**config.mk**
```make
export PLATFORM = sky130hd
export DESIGN_NAME = gated_pulse_counter
export DESIGN_NICKNAME = d
export VERILOG_FILES = /design/src/rtl/gpc_pkg.sv /design/src/rtl/gpc_sync.sv /design/src/rtl/gpc_edge.sv /design/src/rtl/gpc_gate_fsm.sv /design/src/rtl/gpc_accum.sv /design/src/rtl/gated_pulse_counter.sv
export SDC_FILE = /design/constraint.sdc
export NUM_CORES = 1
export LEC_CHECK = 0
export BUFFER_PORTS_ARGS = -buffer_cell sky130_fd_sc_hd__buf_2
export CELL_PAD_IN_SITES_DETAIL_PLACEMENT = 1
export CELL_PAD_IN_SITES_GLOBAL_PLACEMENT = 1
export CORE_ASPECT_RATIO = 0.7
export CORE_MARGIN = 3
export CORE_UTILIZATION = 48
export CTS_CLUSTER_DIAMETER = 30
export DETAILED_ROUTE_END_ITERATION = 16
export PLACE_DENSITY_LB_ADDON = 0.2
export SLEW_MARGIN = 25
export SYNTH_ARGS = -nofsm -noshare
export SYNTH_HDL_FRONTEND = slang
export SYNTH_SLANG_ARGS = --single-unit
```
**constraint.sdc**
```tcl
create_clock -name clk -period 6.3 [get_ports clk]
set_clock_uncertainty 0.05 [all_clocks]
set_input_delay 1.26 -clock clk [delete_from_list [all_inputs] [get_ports clk]]
set_output_delay 1.26 -clock clk [all_outputs]
set_load 0.02 [all_outputs]
```
**src/rtl/gpc_pkg.sv**
```systemverilog
package gpc_pkg;

    typedef enum logic [0:0] {
        GATE_IDLE = 1'b0,
        GATE_RUN  = 1'b1
    } gate_state_e;

    localparam int CTRL_START_BIT = 5;
    localparam int CTRL_OUT2_BIT  = 3;
    localparam int CTRL_OUT1_BIT  = 2;

    localparam int STAT_RUN_BIT   = 5;
    localparam int STAT_OUT2_BIT  = 3;
    localparam int STAT_OUT1_BIT  = 2;
    localparam int STAT_DIR_BIT   = 1;
    localparam int STAT_TOG_BIT   = 0;

endpackage

```
**src/rtl/gpc_sync.sv**
```systemverilog
module gpc_sync #(
    parameter int WIDTH  = 2,
    parameter int STAGES = 2
) (
    input  logic             clk,
    input  logic             rst_n,
    input  logic [WIDTH-1:0] async_i,
    output logic [WIDTH-1:0] sync_o
);

    for (genvar b = 0; b < WIDTH; b++) begin : g_bit
        logic [STAGES-1:0] chain;

        always_ff @(posedge clk or negedge rst_n) begin
            if (!rst_n) begin
                chain <= '0;
            end else begin
                chain <= {chain[STAGES-2:0], async_i[b]};
            end
        end

        assign sync_o[b] = chain[STAGES-1];
    end

endmodule

```
**src/rtl/gpc_edge.sv**
```systemverilog
module gpc_edge (
    input  logic clk,
    input  logic rst_n,
    input  logic level_i,
    output logic rise_o
);

    logic level_q;

    always_ff @(posedge clk or negedge rst_n) begin
        if (!rst_n) begin
            level_q <= 1'b0;
        end else begin
            level_q <= level_i;
        end
    end

    assign rise_o = level_i & ~level_q;

endmodule

```
**src/rtl/gpc_gate_fsm.sv**
```systemverilog
module gpc_gate_fsm
    import gpc_pkg::*;
#(
    parameter int WINDOW_CYCLES = 500_000_000
) (
    input  logic clk,
    input  logic rst_n,
    input  logic start_i,
    output logic running_o,
    output logic win_end_o
);

    localparam int TMR_W = (WINDOW_CYCLES > 1) ? $clog2(WINDOW_CYCLES) : 1;
    localparam logic [TMR_W-1:0] TMR_LAST = TMR_W'(WINDOW_CYCLES - 1);

    gate_state_e      state_q, state_d;
    logic [TMR_W-1:0] timer_q;
    logic             at_last;

    assign at_last = (timer_q == TMR_LAST);

    // state register
    always_ff @(posedge clk or negedge rst_n) begin
        if (!rst_n) begin
            state_q <= GATE_IDLE;
        end else begin
            state_q <= state_d;
        end
    end

    // transitions: START, STOP, WRAP (WRAP stays in GATE_RUN)
    always_comb begin
        state_d = state_q;
        unique case (state_q)
            GATE_IDLE: if (start_i)  state_d = GATE_RUN;
            GATE_RUN:  if (!start_i) state_d = GATE_IDLE;
            default:   state_d = GATE_IDLE;
        endcase
    end

    // window timer
    always_ff @(posedge clk or negedge rst_n) begin
        if (!rst_n) begin
            timer_q <= '0;
        end else if (state_q == GATE_RUN && state_d == GATE_RUN) begin
            timer_q <= at_last ? '0 : timer_q + 1'b1;
        end else begin
            timer_q <= '0;
        end
    end

    // outputs
    always_comb begin
        running_o = 1'b0;
        win_end_o = 1'b0;
        unique case (state_q)
            GATE_IDLE: begin
                running_o = 1'b0;
                win_end_o = 1'b0;
            end
            GATE_RUN: begin
                running_o = 1'b1;
                win_end_o = at_last;
            end
            default: begin
                running_o = 1'b0;
                win_end_o = 1'b0;
            end
        endcase
    end

endmodule

```
**src/rtl/gpc_accum.sv**
```systemverilog
module gpc_accum #(
    parameter int CNT_W = 32
) (
    input  logic             clk,
    input  logic             rst_n,
    input  logic             running_i,
    input  logic             win_end_i,
    input  logic             rise_i,
    input  logic             up_i,
    output logic [CNT_W-1:0] result_o,
    output logic             toggle_o
);

    localparam logic [CNT_W-1:0] ONE  = CNT_W'(1);
    localparam logic [CNT_W-1:0] MONE = {CNT_W{1'b1}};

    logic [CNT_W-1:0] live_q;
    logic [CNT_W-1:0] step;

    assign step = rise_i ? (up_i ? ONE : MONE) : '0;

    always_ff @(posedge clk or negedge rst_n) begin
        if (!rst_n) begin
            live_q <= '0;
        end else if (!running_i) begin
            live_q <= '0;
        end else if (win_end_i) begin
            live_q <= step;
        end else begin
            live_q <= live_q + step;
        end
    end

    always_ff @(posedge clk or negedge rst_n) begin
        if (!rst_n) begin
            result_o <= '0;
            toggle_o <= 1'b0;
        end else if (win_end_i) begin
            result_o <= live_q;
            toggle_o <= ~toggle_o;
        end
    end

endmodule

```
**src/rtl/gated_pulse_counter.sv**
```systemverilog
module gated_pulse_counter
    import gpc_pkg::*;
#(
    parameter int WINDOW_CYCLES = 500_000_000,
    parameter int CNT_W         = 32
) (
    input  logic             clk,
    input  logic             rst_n,
    input  logic             pulse_in,
    input  logic             dir_in,
    input  logic [7:0]       ctrl_byte,
    output logic [7:0]       status_byte,
    output logic [CNT_W-1:0] result_o,
    output logic             gp_o1,
    output logic             gp_o2
);

    logic [1:0] raw_in, sync_in;
    logic       pulse_s, dir_s;
    logic       rise;
    logic       running, win_end;
    logic       toggle;
    logic       unused_ctrl;

    assign raw_in  = {dir_in, pulse_in};
    assign pulse_s = sync_in[0];
    assign dir_s   = sync_in[1];
    assign unused_ctrl = ^{ctrl_byte[7:6], ctrl_byte[4], ctrl_byte[1:0]};

    gpc_sync #(.WIDTH(2), .STAGES(2)) sync_i (
        .clk     (clk),
        .rst_n   (rst_n),
        .async_i (raw_in),
        .sync_o  (sync_in)
    );

    gpc_edge edge_i (
        .clk     (clk),
        .rst_n   (rst_n),
        .level_i (pulse_s),
        .rise_o  (rise)
    );

    gpc_gate_fsm #(.WINDOW_CYCLES(WINDOW_CYCLES)) gate_i (
        .clk       (clk),
        .rst_n     (rst_n),
        .start_i   (ctrl_byte[CTRL_START_BIT]),
        .running_o (running),
        .win_end_o (win_end)
    );

    gpc_accum #(.CNT_W(CNT_W)) accum_i (
        .clk       (clk),
        .rst_n     (rst_n),
        .running_i (running),
        .win_end_i (win_end),
        .rise_i    (rise),
        .up_i      (dir_s),
        .result_o  (result_o),
        .toggle_o  (toggle)
    );

    always_ff @(posedge clk or negedge rst_n) begin
        if (!rst_n) begin
            gp_o1 <= 1'b0;
            gp_o2 <= 1'b0;
        end else begin
            gp_o1 <= ctrl_byte[CTRL_OUT1_BIT];
            gp_o2 <= ctrl_byte[CTRL_OUT2_BIT];
        end
    end

    always_comb begin
        status_byte                = '0;
        status_byte[STAT_RUN_BIT]  = running;
        status_byte[STAT_OUT2_BIT] = gp_o2;
        status_byte[STAT_OUT1_BIT] = gp_o1;
        status_byte[STAT_DIR_BIT]  = dir_s;
        status_byte[STAT_TOG_BIT]  = toggle;
    end

endmodule

```
==> metrics.md <==
| Metric | Value |
|---|---|
| Run status | `finished, final reports clean` |
| Clock Latency Late Sink | `350 ps` |
| Final cycle utilization of the critical path | `0.6034` |
| Synth area leaders | `dfrtp_1, nand2_1, nor2_1` |
| CP Max Fanout | `20` |
| Final hold violations | `0` |
| Peak supply drop | `0.1309 mV` |
| Buffers on Ports | `45` |
| Setup TNS | `0 ps` |
| Layout cell share with drive strength beyond 1 | `0.1177` |
| Antenna-violating nets left | `0` |
| GR Overflow Total | `0` |
| Worst Tran Pin Value | `934.5 ps` |
| Pleak | `2.983 nW` |
| RR Startpoint | `edge_i.level_q` |
| Core Area | `11970 µm²` |
| Reg2reg path depth | `10` |
| Routed len/inst | `20.40 µm` |
| YS warnings | `0` |
| HP Class | `flop to flop` |
| All-layer global routing usage | `0.2678` |
| CP startpoint kind | `flop` |
| Post_cts resized | `0` |
| Grt met1 use | `0.3811` |
| Post-Layout Cell Count | `913` |
| Die area | `13950 µm²` |
| #FFs+latches synth | `102` |
| Worst Path Required | `6460 ps` |
| DP Wirelength | `12830 µm` |
| Worst Hold Launch | `sync_i.g_bit[0].chain[0]` |
| Met3 GRT Util | `0.04661` |
| DR pass1 iterations | `5` |
| Hold Path Cell Cnt | `0` |
| Area leader, netlist | `dfrtp_1` |
| Layout area overhead | `8.349%` |
| Reg-to-reg setup timing slack | `2500 ps` |
| NumNets Final | `768` |
| H-tree depth reported by CTS | `3` |
| Clock transition at path regs | `70 ps` |
| Total power | `1.470 mW` |
| Hold buffers post-CTS | `0` |
| Rows | `33` |
| Top_reg_cell synth | `dfrtp_1` |
| PwrDens | `225.1 nW/µm²` |
| First-pass GRT wire length | `30290 µm` |
| GRT met2 Usage | `0.4293` |
| Die width | `139.9 µm` |
| Final min period | `3801 ps` |
| CTS tree | `built` |
| Hold worst-path end | `sync_i.g_bit[0].chain[1]` |
| Pins Over Slew Limit | `0` |
| Slew headroom | `0.3747` |
| Critical Path Sink Type | `flop` |
| Gate Count Post-Synth | `748` |
| Most crowded layer after global routing | `met2` |
| Max-cap violations | `0` |
| Vias in the first global route | `5804` |
| Sequential area share after synthesis | `0.4237` |
| RePlAce Congestion | `0.9044` |
| Synth top area share | `0.4237` |
| Root buf cell | `clkbuf_16` |
| Drt total wl | `18620 µm` |
| Antenna violations before repair | `0` |
| Synthesized area | `6025 µm²` |
| RSZ-0062 raised after global routing | `false` |
| Async SR Flop Fraction | `1.000` |
| Inst Count DP | `897` |
| Largest net degree at the start of global routing | `59` |
| Post-CTS setup buffers | `0` |
| Chip Height | `99.73 µm` |
| I/O Pins | `54` |
| DR vias | `5706` |
| Mapped Avg Cell Area | `8.054 µm²` |
| N_diodes | `0` |
| CTS Sinks | `102` |
| Distinct cell type count after synthesis | `66` |
| Clock tree buffer depth | `2` |
| Via density per instance | `6.250` |
| CP Class | `flop to flop` |
| DRC violations left | `0` |
| Number of synthesized flops with an enable pin | `0` |
| Initial core utilization | `0.5031` |
| Fmax | `263.1 MHz` |
| Worst R2R End | `accum_i.live_q[28]` |
| CTS buffer count | `9` |
| Final hold slack | `309.8 ps` |
| WP data arrival | `3960 ps` |
| Final setup vio count | `0` |
| DRT iter0 DRCs | `461` |
-- Yosys cell counts, types with 5 or more instances --
library cell  number
xnor2_1           20
and3_1             7
xor2_1            17
nand2_1          161
a211oi_1           8
buf_1              5
or4_1             11
a31oi_1            8
o31ai_1            6
nand4_1           14
nand3_1           34
buf_4              8
nor3_1            22
dfrtp_1          102
nor2_1            88
nor4_1            19
mux2i_1            9
clkbuf_1          42
buf_2              7
a21oi_1           39
inv_1              8
ha_1               5
o21ai_0           28
-- state kept, by name (all words and copies together), names as in the netlist --
signal              cells
accum_i.live_q         32
accum_i.toggle_o        1
gate_i.state_q          1
gp_o2                   1
accum_i.result_o       32
sync_i.g_bit.chain      4
gp_o1                   1
edge_i.level_q          1
gate_i.timer_q         29
-- worst max-delay path by stage --
stage	startpoint	end	slack, ps	cells after the start
after floorplan	sync_i.g_bit[0].chain[1]	accum_i.live_q[30]	2450	14
after global placement	edge_i.level_q	accum_i.live_q[28]	2690	10
after detailed placement	edge_i.level_q	accum_i.live_q[28]	2600	10
after CTS	edge_i.level_q	accum_i.live_q[28]	2540	10
after global routing	edge_i.level_q	accum_i.live_q[28]	2250	10
final	edge_i.level_q	accum_i.live_q[28]	2500	10
-- cells by family after synthesis --
family                   share of synthesized area
adder cells (fa/ha/maj)                    0.01038
multiplexers                               0.01682
flip-flops                                  0.4237
XOR/XNOR                                   0.05379
buffers and inverters                      0.05192
other                                    0.0006225
AND/OR/NAND/NOR                             0.3053
AO/OA/AOI/OAI                               0.1375
-- through the flow --
step	area, µm²	utilization	setup WS (ps)
after global placement	6236	0.5208	2686
after detailed placement	6236	0.5208	2595
final	6528	0.5451	2499
after global routing	6528	0.5451	2253
after floorplan	6032	-	2450
after CTS	6516	0.5442	2537
-- final cells by class --
type	count	area, µm²
clock inverter	7	55.05
multi-input combinational	577	3181
tap	157	196.4
timing repair buffer	53	287.8
sequential	102	2552
clock buffer	9	225.2
inverter	8	30.03
fill	1497	5446
-- per-layer routing --
metal	part of all wire	vias up
li1	-	2603
met1	0.47	2870
met2	0.46	201
met3	0.056	32
met4	0.018	0
met5	0	-
-- cells in the final DEF, fill, tap and decap left out, types with 3 or more instances in the layout --
cell / netlist / layout
a21oi_1: 39 / 39
buf_2: 7 / 44
or2_2: 4 / 4
o31ai_1: 6 / 6
or3_1: 4 / 4
and2_1: 3 / 3
nor2_1: 88 / 87
buf_4: 8 / 9
mux2i_1: 9 / 9
dfrtp_1: 102 / 102
o31a_1: 3 / 3
inv_6: 0 / 3
ha_1: 5 / 5
o21a_1: 4 / 4
clkbuf_16: 0 / 9
o22ai_1: 3 / 3
inv_1: 8 / 8
and4_1: 3 / 3
o21bai_1: 3 / 3
o21ai_0: 28 / 28
nor4_1: 19 / 18
a2111oi_0: 4 / 4
conb_1: 1 / 3
nand2_1: 161 / 161
nand4_1: 14 / 14
xor2_1: 17 / 17
nor3b_1: 4 / 4
or4_1: 11 / 11
a31oi_1: 8 / 8
xnor2_1: 20 / 20
and3_1: 7 / 7
nand3_1: 34 / 33
o311a_1: 3 / 3
nor3_1: 22 / 22
nand2b_1: 4 / 4
a211oi_1: 8 / 8
-- report_power, final --
group,total [mW],leakage [nW],internal [mW],switching [mW]
logic,0.214,1.45,0.0748,0.140
clock network,0.543,0.133,0.273,0.270
registers,0.713,1.40,0.670,0.0426
-- critical path: stages, from the launching register on --
cell and delay, ps:
dfrtp_1 380, or3b_2 700, xnor2_1 240, ha_1 350, nand3_1 180, or4_1 550
a311oi_1 540, o21ai_0 150, a21oi_1 280, or3_1 160, a31oi_1 70
(Power assumes the default switching activity.)
